$ cat config.mk
export PLATFORM = sky130hd
export DESIGN_NAME = sdr_burst_colseq
export DESIGN_NICKNAME = d
export VERILOG_FILES = /design/src/rtl/sdr_bseq_pkg.sv /design/src/rtl/sdr_bseq_addr.sv /design/src/rtl/sdr_bseq_state.sv /design/src/rtl/sdr_burst_colseq.sv
export SDC_FILE = /design/constraint.sdc
export NUM_CORES = 1
export LEC_CHECK = 0
export ABC_AREA = 1
export CAP_MARGIN = 30
export CORE_MARGIN = 2
export CORE_UTILIZATION = 56
export DETAILED_ROUTE_END_ITERATION = 8
export PLACE_DENSITY = 0.84
export SLEW_MARGIN = 40
export SYNTH_ARGS = -nofsm -noshare
export SYNTH_HDL_FRONTEND = slang
export SYNTH_SLANG_ARGS = --single-unit
$ cat constraint.sdc
create_clock -name clk -period 5.6 [get_ports clk]
set_clock_uncertainty 0.05 [all_clocks]
set_input_delay 1.12 -clock clk [delete_from_list [all_inputs] [get_ports clk]]
set_output_delay 1.12 -clock clk [all_outputs]
set_load 0.01 [all_outputs]
$ cat src/rtl/sdr_bseq_pkg.sv
package sdr_bseq_pkg;

    // Column address width of one page.
    localparam int SDR_COL_W = 8;

    // Captured burst mode: page flag, order select and log2 of the finite length.
    typedef struct packed {
        logic       page;
        logic       ilv;
        logic [1:0] lg;
    } bmode_t;

    // Length code decode; reserved codes fall back to a single beat.
    function automatic bmode_t decode_mode(input logic [2:0] code, input logic ilv);
        bmode_t m;
        m.page = 1'b0;
        m.lg   = 2'd0;
        case (code)
            3'b001:  m.lg = 2'd1;
            3'b010:  m.lg = 2'd2;
            3'b011:  m.lg = 2'd3;
            3'b111:  m.page = 1'b1;
            default: m.lg = 2'd0;
        endcase
        m.ilv = ilv & ~m.page;
        return m;
    endfunction

    // Bits of the column that move during the burst.
    function automatic logic [SDR_COL_W-1:0] span_mask(input bmode_t m);
        if (m.page)
            return {SDR_COL_W{1'b1}};
        return SDR_COL_W'((32'd1 << m.lg) - 32'd1);
    endfunction

    // Column for beat number idx of a burst starting at base.
    function automatic logic [SDR_COL_W-1:0] beat_addr(input logic [SDR_COL_W-1:0] base,
                                                       input logic [SDR_COL_W-1:0] idx,
                                                       input bmode_t m);
        logic [SDR_COL_W-1:0] mask;
        logic [SDR_COL_W-1:0] moved;
        mask  = span_mask(m);
        moved = m.ilv ? (base ^ idx) : (base + idx);
        return (base & ~mask) | (moved & mask);
    endfunction

endpackage

$ cat src/rtl/sdr_bseq_addr.sv
module sdr_bseq_addr
    import sdr_bseq_pkg::*;
#(
    parameter int COL_W = SDR_COL_W
) (
    input  logic [COL_W-1:0] base,
    input  logic [COL_W-1:0] idx,
    input  bmode_t           mode,
    output logic [COL_W-1:0] col,
    output logic             last
);
    logic [COL_W-1:0] mask;

    always_comb begin
        mask = span_mask(mode);
        col  = beat_addr(base, idx, mode);
        // Final beat index equals length minus one, which is the span mask.
        last = ~mode.page & (idx == mask);
    end
endmodule

$ cat src/rtl/sdr_bseq_state.sv
module sdr_bseq_state
    import sdr_bseq_pkg::*;
#(
    parameter int COL_W = SDR_COL_W
) (
    input  logic             clk,
    input  logic             rst,
    input  logic             go,
    input  logic             halt,
    input  logic [COL_W-1:0] start,
    input  bmode_t           mode_in,
    input  logic             last_now,
    output logic             active,
    output logic [COL_W-1:0] idx,
    output logic [COL_W-1:0] base,
    output bmode_t           mode
);
    localparam logic [COL_W-1:0] IDX_ONE = COL_W'(1);

    always_ff @(posedge clk) begin
        if (rst) begin
            active <= 1'b0;
            idx    <= '0;
            base   <= '0;
            mode   <= '0;
        end else if (go) begin
            base   <= start;
            mode   <= mode_in;
            idx    <= IDX_ONE;
            active <= ~last_now;
        end else if (halt) begin
            active <= 1'b0;
        end else if (active) begin
            if (last_now)
                active <= 1'b0;
            idx <= idx + IDX_ONE;
        end
    end

    // a running beat that is not final advances the beat index by one
    a_r2_index_step: assert property (@(posedge clk) disable iff (rst)
        (active && !go && !halt && !last_now) |=> (idx == $past(idx) + IDX_ONE));

    // a stop without a new command ends the burst
    a_r7_halt_ends: assert property (@(posedge clk) disable iff (rst)
        (halt && !go) |=> !active);

    // captured settings hold while no command arrives
    a_r9_mode_hold: assert property (@(posedge clk) disable iff (rst)
        (!go && !$past(go)) |-> $stable(mode));

    // a command captures its starting column
    a_r8_capture: assert property (@(posedge clk) disable iff (rst)
        go |=> (base == $past(start)));
endmodule

$ cat src/rtl/sdr_burst_colseq.sv
module sdr_burst_colseq
    import sdr_bseq_pkg::*;
#(
    parameter int COL_W = SDR_COL_W
) (
    input  logic             clk,
    input  logic             rst,
    input  logic             col_go,
    input  logic [COL_W-1:0] col_start,
    input  logic [2:0]       len_code,
    input  logic             order_ilv,
    input  logic             burst_halt,
    output logic             beat_valid,
    output logic [COL_W-1:0] beat_col,
    output logic             beat_last
);
    bmode_t           mode_in;
    bmode_t           mode_q;
    bmode_t           mode_sel;
    logic             active_q;
    logic [COL_W-1:0] idx_q;
    logic [COL_W-1:0] base_q;
    logic [COL_W-1:0] base_sel;
    logic [COL_W-1:0] idx_sel;
    logic             gen_last;

    // A new command bypasses the stored burst so beat 0 leaves in its own cycle.
    always_comb begin
        mode_in  = decode_mode(len_code, order_ilv);
        mode_sel = col_go ? mode_in   : mode_q;
        base_sel = col_go ? col_start : base_q;
        idx_sel  = col_go ? '0        : idx_q;
    end

    sdr_bseq_state #(.COL_W(COL_W)) u_state (
        .clk      (clk),
        .rst      (rst),
        .go       (col_go),
        .halt     (burst_halt),
        .start    (col_start),
        .mode_in  (mode_in),
        .last_now (gen_last),
        .active   (active_q),
        .idx      (idx_q),
        .base     (base_q),
        .mode     (mode_q)
    );

    sdr_bseq_addr #(.COL_W(COL_W)) u_addr (
        .base (base_sel),
        .idx  (idx_sel),
        .mode (mode_sel),
        .col  (beat_col),
        .last (gen_last)
    );

    assign beat_valid = col_go | active_q;
    assign beat_last  = beat_valid & gen_last;

    // command cycle presents the starting column
    a_r1_first_beat: assert property (@(posedge clk) disable iff (rst)
        col_go |-> (beat_valid && beat_col == col_start));

    // columns stay inside the aligned block of the captured burst
    a_r3_block_fixed: assert property (@(posedge clk) disable iff (rst)
        (beat_valid && !col_go) |-> (((beat_col ^ base_q) & ~span_mask(mode_q)) == '0));

    // a full-page burst never ends by itself
    a_r5_page_runs: assert property (@(posedge clk) disable iff (rst)
        (active_q && mode_q.page && !col_go && !burst_halt) |=> beat_valid);

    // after the final beat nothing follows except a new command
    a_r6_last_closes: assert property (@(posedge clk) disable iff (rst)
        (beat_valid && beat_last) |=> (!beat_valid || col_go));

    // no final-beat flag during a full-page burst
    a_r6_page_no_last: assert property (@(posedge clk) disable iff (rst)
        (beat_valid && !col_go && mode_q.page) |-> !beat_last);

    // reset leaves no burst running
    a_r10_reset_idle: assert property (@(posedge clk)
        rst |=> !active_q);
endmodule

After elaboration in Yosys (flattened, before gate mapping)
Index checks and enable logic that the tools add are counted.
{"block": "word_totals", "input_bits": 16, "out_inout_bits": 10, "wordCells": 50, "register_bits": 21}
{"block": "classes", "n_shift": 1, "bitwise": 13, "muxes": 16, "n_addsub": 3, "n_eq_ne": 6, "reduce_logical": 4}
{"op": "2-to-1 mux 8 bit", "count": 5}
{"op": "bitwise AND 8 bit", "count": 2}
{"op": "2-to-1 mux 1 bit", "count": 9}
{"op": "adder 8 x 1 -> 8 bit, second input constant", "count": 1}
{"op": "adder 8 bit", "count": 1}
{"op": "equality test 8 bit", "count": 1}
{"op": "NOT 8 bit", "count": 1}
{"op": "bitwise OR 8 bit", "count": 1}
{"op": "<< shifter 1 x 2 -> 8 bit, first input constant", "count": 1}
{"op": "subtractor 8 x 1 -> 8 bit, second input constant", "count": 1}
{"op": "bitwise XOR 8 bit", "count": 1}
{"op": "equality test 3 x 2 -> 1 bit, second input constant", "count": 2}
{"op": "one-hot mux 2 bit (3 select lines)", "count": 1}
{"op": "2-to-1 mux 4 bit", "count": 1}
{"op": "NOT 1 bit", "count": 4}
{"op": "AND reduction 2 bit", "count": 2}
{"op": "bitwise AND 1 bit", "count": 3}
{"op": "equality test 3 x 1 -> 1 bit, second input constant", "count": 1}
{"op": "equality test 3 bit, second input constant", "count": 1}
{"op": "inequality test 2 bit, second input constant", "count": 1}
{"op": "nonzero test 2 bit", "count": 1}
{"op": "OR reduction 2 bit", "count": 1}
{"op": "bitwise OR 1 bit", "count": 1}

Longest topological paths before layout
Gate-level depths: netlist of the first run.
{"block": "depth", "ltp_word": 14, "mapped_depth": 16, "mapped_depth_nobuf": 15}

Cells and area by module
Synthesis of the first run repeated with hierarchy kept, for this count alone.
{"block": "unflattened", "cells_unflattened": 273, "area_unflattened_um2": 1724.2}
{"module": "sdr_bseq_state", "area_per_inst_um2": 899.6, "cells_per_inst": 109, "seq_area_each_um2": 420.4, "n_inst": 1}
{"module": "sdr_bseq_addr", "area_per_inst_um2": 555.5, "cells_per_inst": 99, "seq_area_each_um2": 0.0, "n_inst": 1}
{"module": "sdr_burst_colseq", "area_per_inst_um2": 269.0, "cells_per_inst": 65, "seq_area_each_um2": 0.0, "n_inst": 1}

Worst setup path after synthesis of the first run
OpenSTA, ideal clock, no wires.
{"block": "synth_timing", "kind": "input-to-output", "startpoint": "input col_go", "endpoint": "output beat_col[6]", "required_time_ns": 4.430, "slack_ns": 1.733, "t_arrival_ns": 2.697, "path_stages": 14, "n_path_buf": 2, "cell_sequence": "buf_6 buf_2 o21ai_0 inv_1 ha_1 inv_1 fa_1 inv_1 nand4_1 o211ai_1 nand2_1 nand2_1 nand3_1 nand2_1"}
{"block": "synth_between", "elab_cells_between_ends": 14, "cone_classes": "add/sub: 2; shift: 1; mux: 6; bitwise: 5"}
{"item": "from (decl)", "line": "sdr_burst_colseq.sv:8", "source": "input logic col_go,"}
{"item": "2-to-1 mux 8 bit"}
{"item": "via base_sel[0]", "line": "sdr_burst_colseq.sv:23", "source": "logic [COL_W-1:0] base_sel;"}
{"item": "adder 8 bit", "line": "sdr_bseq_pkg.sv:43", "source": "moved = m.ilv ? (base ^ idx) : (base + idx);"}
{"item": "2-to-1 mux 8 bit", "line": "sdr_bseq_pkg.sv:43"}
{"item": "bitwise AND 8 bit", "line": "sdr_bseq_pkg.sv:44", "source": "return (base & ~mask) | (moved & mask);"}
{"item": "bitwise OR 8 bit", "line": "sdr_bseq_pkg.sv:44"}
{"item": "to (decl)", "line": "sdr_burst_colseq.sv:14", "source": "output logic [COL_W-1:0] beat_col,"}
The timed path passes the listed nets, and every way through them passes these cells.

Worst setup path after layout of the first run
{"block": "layout_timing", "startpoint": "input col_go", "endpoint": "output beat_col[7]"}
The elaborated chain is that of the path after synthesis.

==> results of run 1 <==
==> layout make-up <==
cell class | count | area (µm²)
Multi-Input combinational cell | 174 | 877.1
Inverter | 40 | 150.1
Clock buffer | 3 | 22.52
Timing Repair Buffer | 26 | 257.7
Fill cell | 215 | 726.9
Tap cell | 30 | 37.54
Clock inverter | 1 | 7.507
Sequential cell | 21 | 420.4
==> cells by family after synthesis <==
family	count (synthesis)	share of synthesized area [%]
AOI/OAI and AO/OA	28	10.63
xor gates and xnor gates	3	1.772
adders and majority gates	9	8.102
buffers and inverters	45	12.74
DFF	21	28.35
and+or+nand+nor	134	38.40
==> layout by cell type (no fill, tap or decap) <==
master	synthesis	final
clkbuf_4	0	3
nand2_2	1	1
nor2_1	39	39
inv_1	37	37
a211oi_1	1	1
a21oi_1	9	9
nand2_1	59	59
fa_1	1	1
clkinv_1	1	1
xor2_1	2	2
nand3b_1	1	1
o21a_1	1	1
nand3_2	1	1
dfxtp_1	21	21
nor3_1	3	3
o21ai_0	12	12
clkinvlp_4	0	1
ha_1	8	8
o211ai_1	2	2
clkdlybuf4s50_1	0	25
or2_2	7	7
buf_4	1	1
o21ai_2	2	3
inv_2	2	2
xnor2_1	1	1
nand4_1	3	3
nand3_1	20	20
==> per-stage QoR <==
step | worst slack, ns | hold WS [ns] | cells
floorplan | 1.733 | 0.4001 | 240
global placement | 0.6519 | 0.4111 | 291
global route | 0.3066 | 0.4763 | 295
finish | 0.5741 | 0.4538 | 295
detailed placement | 0.5973 | 0.4268 | 291
CTS | 0.5909 | 0.4560 | 295
==> metal layers <==
| metal | routed length (µm) | track usage (%) | vias up |
|---|---|---|---|
| li1 | - | - | 804 |
| met1 | 1579 | 29.32 | 625 |
| met2 | 1349 | 32.99 | 29 |
| met3 | 158 | 5.621 | 2 |
| met4 | 21 | 6.620 | 0 |
| met5 | 0 | 0 | - |
==> state kept, by name (all words and copies together), names as in the netlist <==
name / cells
u_state.mode: 4
u_state.idx: 8
u_state.active: 1
u_state.base: 8
==> worst min-delay path, cell delays in order, from the launching register on <==
cell and delay [ns]:
dfxtp_1 0.35, o21ai_2 0.06, nor2_1 0.07
==> worst paths after layout <==
kind / to / slack (ns) / depth (start not counted)
worst max-delay path: beat_col[7] / 0.57 / 16
worst min-delay path: u_state.base[3] / 0.45 / 2
worst max register to register: u_state.active / 4.18 / 7
worst min register to register: u_state.base[3] / 0.45 / 2
==> power by group through the flow <==
stage / registers (mW) / clock network (mW) / logic [mW]
2_1_floorplan: 0.161 / 0 / 0.0596
3_3_place_gp: 0.162 / 0 / 0.0969
3_5_place_dp: 0.162 / 0 / 0.0982
4_1_cts: 0.159 / 0.0813 / 0.0986
5_1_grt: 0.159 / 0.0858 / 0.111
6_report: 0.159 / 0.0785 / 0.0984
==> flow_summary.yaml, run 1 <==
hold_path:
  hp-class: "flip-flop to flip-flop"
  hp-start: "u_state.base[3]"
power_and_ir_drop:
  comb_power_share_pct: 29.3
  vdd_ir_drop_max_mv: 0.2559
  powerDensity_nw_per_um2: 189.2
  clock_power_share_pct: 23.4
  finalPower_mw: 0.3354
  power.internal_mw: 0.2293
  switching_power_mw: 0.1061
  p_leak_nw: 0.8930
  seqPwrFrac_pct: 47.3
  swShare_pct: 31.63
global_routing:
  overflow: 0
  grt_util_all_layers_pct: 21.45
  grt_start_max_net_pins: 24
  antenna_found_initial: 0
  grt_pass1_wl_mm: 5.340
  grt_pass1_vias: 1271
drt:
  drtPass1Iterations: 4
  drt_wl_total_mm: 3.109
  wl_per_cell_um: 10.54
  num_vias: 1460
  drt_iter0_markers: 57
  vias_per_cell: 4.949
  ant_nets: 0
  drc: 0
logic_synthesis:
  yosys-top-cells-count: "nand2_1, nor2_1, inv_1"
  yosys.area.top_type: "dfxtp_1"
  yosysMostFrequentCell: "nand2_1"
  synth_cells: 240
  syn-cell-area_um2: 1483
  synth_warnings: 0
  netlist-cell-type-count: 28
  synth_edf_count: 0
  async_flop_share_pct: 0
  synth_seq_area_share_pct: 28.35
  synth_nets: 265
  synth_top_cell_area_share_pct: 28.35
  synthTopCellsByArea: "dfxtp_1, nand2_1, nor2_1"
  synth_seq_cells: 21
  synth-main-ff-cell: "dfxtp_1"
  syn_area_per_cell_um2: 6.178
worst_setup_path:
  arrival_ns: 3.86
  worst_ep_required_time_ns: 4.43
  cp_top_family: "buffers and inverters"
  cpMaxStageDelayCell: "clkdlybuf4s50_1"
  start_kind: "input port"
  r2r_start: "u_state.mode[3]"
  endpoint_kind: "output pin"
  crit_start: "col_go"
  crit_type: "input port to output pin"
  path_buf_inv: 4
  cp_max_fo: 13
  cp_cell_sequence: "clkdlybuf4s50_1, inv_2, or2_2, o21ai_0, inv_1, ha_1, nand2_1, nand2_1, a21oi_1, nand3_1, nand2_1, nand2_1, nand2_1, nand2_1, nand2_1, clkdlybuf4s50_1"
  critPathMostFrequentCell: "nand2_1"
  slowest_delay_ns: 0.53
die:
  fp-row-count: 18
  dieArea_um2: 3075
  fp.dieH_um: 55.46
  die_w_um: 55.46
  io_pins: 26
  core_area_um2: 2500
  initial_core_util_pct: 59.31
clocking:
  htreeDepth: 1
  cts_setup_buffers: 0
  cts_inserted_buffers: 3
  cts_tree: "yes"
  clk_pin_slew_ns: 0.12
  cts_resized: 0
  root_buffer: "clkbuf_4"
  clkLatencyLatePin_ns: 0.32
  clock_sinks: 21
  cts_hold_buf: 0
  cts.path.max_buffers: 2
final_layout:
  areaGrowthSynthToFinish_pct: 19.58
  num-nets-final: 291
  stdcell_area_um2: 1773
  antennaDiodeCount: 0
  final_util_pct: 70.92
  drive_gt1_share_pct: 7.170
status:
  status: "completed"
sta:
  hold_viol: 0
  max_slew.worst_pin.slew_ns: 0.6129
  relSlewSlack_pct: 59.01
  final-setup-viol-count: 0
  slew_violations: 0
  rsz0062_at_grt: "no"
  fin_setup_tns_ns: 0
  fmax_mhz: 199.0
  period_share_pct: 89.75
  fin_crit_ns: 5.026
placement:
  dp_hpwl_mm: 2.385
  io_buffers: 25
  gp_congestion: 0.8333
  place_area_um2: 1743
run:
  drv_cap: 0
(Power assumes the default switching activity.)
==> run 2: changes to the inputs <==
CORE_UTILIZATION = 58   (was 56)
PLACE_DENSITY = 0.85   (was 0.84)
SYNTH_HIERARCHICAL = 1   (was not set)
==> flow_summary.yaml, run 2 <==
final_layout:
  num-nets-final: 326
  stdcell_area_um2: 1997
  final_cell_mix: "nand2_1, inv_1, nor2_1"
  reg.largest.list: "u_state/base (8), u_state/idx (8), u_state/mode (4)"
  instances_no_fill: 329
  drive_gt1_share_pct: 14.43
  final_common_cell: "nand2_1"
  antennaDiodeCount: 0
  nFillCells: 258
  areaGrowthSynthToFinish_pct: 15.82
worst_setup_path:
  arrival_ns: 3.89
  start_kind: "input port"
  cp_max_fo: 19
  endpoint_kind: "output pin"
  crit_type: "input port to output pin"
  rr_worst_depth: 10
  worst_ep_required_time_ns: 4.43
clocking:
  cts_inserted_buffers: 3
  htreeDepth: 1
  clkLatencyLatePin_ns: 0.33
  clk_pin_slew_ns: 0.14
  root_buffer: "clkbuf_4"
  cts_resized: 0
  clock_sinks: 21
  cts_hold_buf: 0
  cts_tree: "yes"
  cts_setup_buffers: 0
  cts.path.max_buffers: 2
die:
  fp-row-count: 19
  die_w_um: 58.52
  io_pins: 26
  fp.dieH_um: 58.52
  initial_core_util_pct: 61.99
  dieArea_um2: 3425
  core_area_um2: 2781
placement:
  place_area_um2: 1972
  dp_hpwl_mm: 3.024
  gp_congestion: 0.8976
  post-place-ws_ns: 0.5554
  post-place-cells: 325
  io_buffers: 25
global_routing:
  grt_util_all_layers_pct: 24.66
  overflow: 0
  grt_pass1_vias: 1508
  grt_start_max_net_pins: 20
  antenna_found_initial: 0
  grt_pass1_wl_mm: 6.458
run:
  drv_cap: 0
sta:
  hold_viol: 0
  fmax_mhz: 197.7
  rsz0062_at_grt: "no"
  fin_setup_tns_ns: 0
  slew_violations: 0
  hold_slack_ns: 0.4215
  max_slew.worst_pin.slew_ns: 0.4380
  relSlewSlack_pct: 70.49
  period_share_pct: 90.32
  fin_crit_ns: 5.058
  fin_ws_ns: 0.5418
  final-setup-viol-count: 0
logic_synthesis:
  synth_cells: 273
  yosys.area.top_type: "dfxtp_1"
  synth-main-ff-cell: "dfxtp_1"
  synth_seq_area_share_pct: 24.38
  netlist-cell-type-count: 30
  yosys-top-cells-count: "nand2_1, inv_1, nor2_1"
  synth_edf_count: 0
  yosysMostFrequentCell: "nand2_1"
  synthTopCellsByArea: "dfxtp_1, nand2_1, ha_1"
  synth_nets: 300
  synth_warnings: 6
  synth_seq_cells: 21
  synth_top_cell_area_share_pct: 24.38
  syn_area_per_cell_um2: 6.316
  async_flop_share_pct: 0
  syn-cell-area_um2: 1724
drt:
  drt-met1-wl_mm: 1.789
  drtPass1Iterations: 4
  drt_wl_total_mm: 3.786
  drc: 0
  dr_wl_met3_um: 235
  drt_iter0_markers: 62
  highest_layer: "met4"
  num_vias: 1693
  wl_per_cell_um: 11.51
  dr_wl_met2_mm: 1.723
  ant_nets: 0
  vias_per_cell: 5.146
power_and_ir_drop:
  p_leak_nw: 0.9258
  vdd_ir_drop_max_mv: 0.2066
  powerDensity_nw_per_um2: 173.7
hold_path:
  hp-class: "flip-flop to flip-flop"
  hold_depth: 2
status:
  status: "completed"
[run 2: cell types whose count changed after synthesis, sizes merged, moves of 2 or more]
cell,delta
buf,+2
nand2,+45
nor2,-10
inv,-3
o21ai,-9
nand3,-3
xor2,+3
or2,-5
ha,+2
a21oi,+14
[run 2: cell families after synthesis]
group | share of synthesized area (%)
xor+xnor | 3.048
simple gates | 39.98
compound gates | 12.41
buf+inv | 11.10
flops | 24.38
mux | 0.6531
fa+ha+maj | 8.418
[run 2: path summary, 6_finish.rpt]
| check | slack (ns) | startpoint | end |
|---|---|---|---|
| setup / recovery | 0.54 | col_go | beat_col[4] |
| hold / removal | 0.42 | u_state/base[0] | u_state/base[0] |
| hold reg to reg | 0.42 | u_state/base[0] | u_state/base[0] |
| setup reg to reg | 3.80 | u_state/mode[1] | u_state/active |
[run 2: per-stage QoR]
| stage | power (mW) | utilization, % |
|---|---|---|
| 2_1_floorplan | 0.2273 | - |
| 3_3_place_gp | 0.2662 | 70.90 |
| 3_5_place_dp | 0.2678 | 70.90 |
| 4_1_cts | 0.3498 | 71.97 |
| 5_1_grt | 0.3673 | 71.79 |
| 6_report | 0.3468 | 71.79 |
[run 2: worst max-delay path, stage by stage]
cell	delay, ns
clkdlybuf4s50_1	0.57
buf_4	0.28
nand2_1	0.07
nand2_1	0.08
ha_1	0.19
inv_1	0.06
fa_1	0.41
o21ai_2	0.20
nand2_1	0.08
xor2_1	0.15
o21ai_1	0.12
clkdlybuf4s50_1	0.54
[run 2: cell type report]
type / count / area (µm²) / share of cell area, %
Clock buffer: 3 / 22.52 / 1.128
Clock inverter: 1 / 7.507 / 0.3759
Inverter: 36 / 135.1 / 6.767
Multi-Input combinational cell: 210 / 1112 / 55.70
Sequential cell: 21 / 420.4 / 21.05
Tap cell: 31 / 38.79 / 1.942
Timing Repair Buffer: 27 / 260.3 / 13.03
[run 2: power breakdown]
part | leakage (nW) | switching, mW | internal [mW]
Clock | 0.0139 | 0.0547 | 0.0274
Combinational | 0.740 | 0.0565 | 0.0487
Sequential | 0.172 | 0.00418 | 0.155
Total | 0.926 | 0.115 | 0.231
[run 2: per-layer routing]
layer | vias to the layer above | GRT usage (%)
met5 | - | 0
met4 | 0 | 7.973
met3 | 5 | 6.813
met2 | 41 | 37.88
met1 | 744 | 33.47
li1 | 903 | -
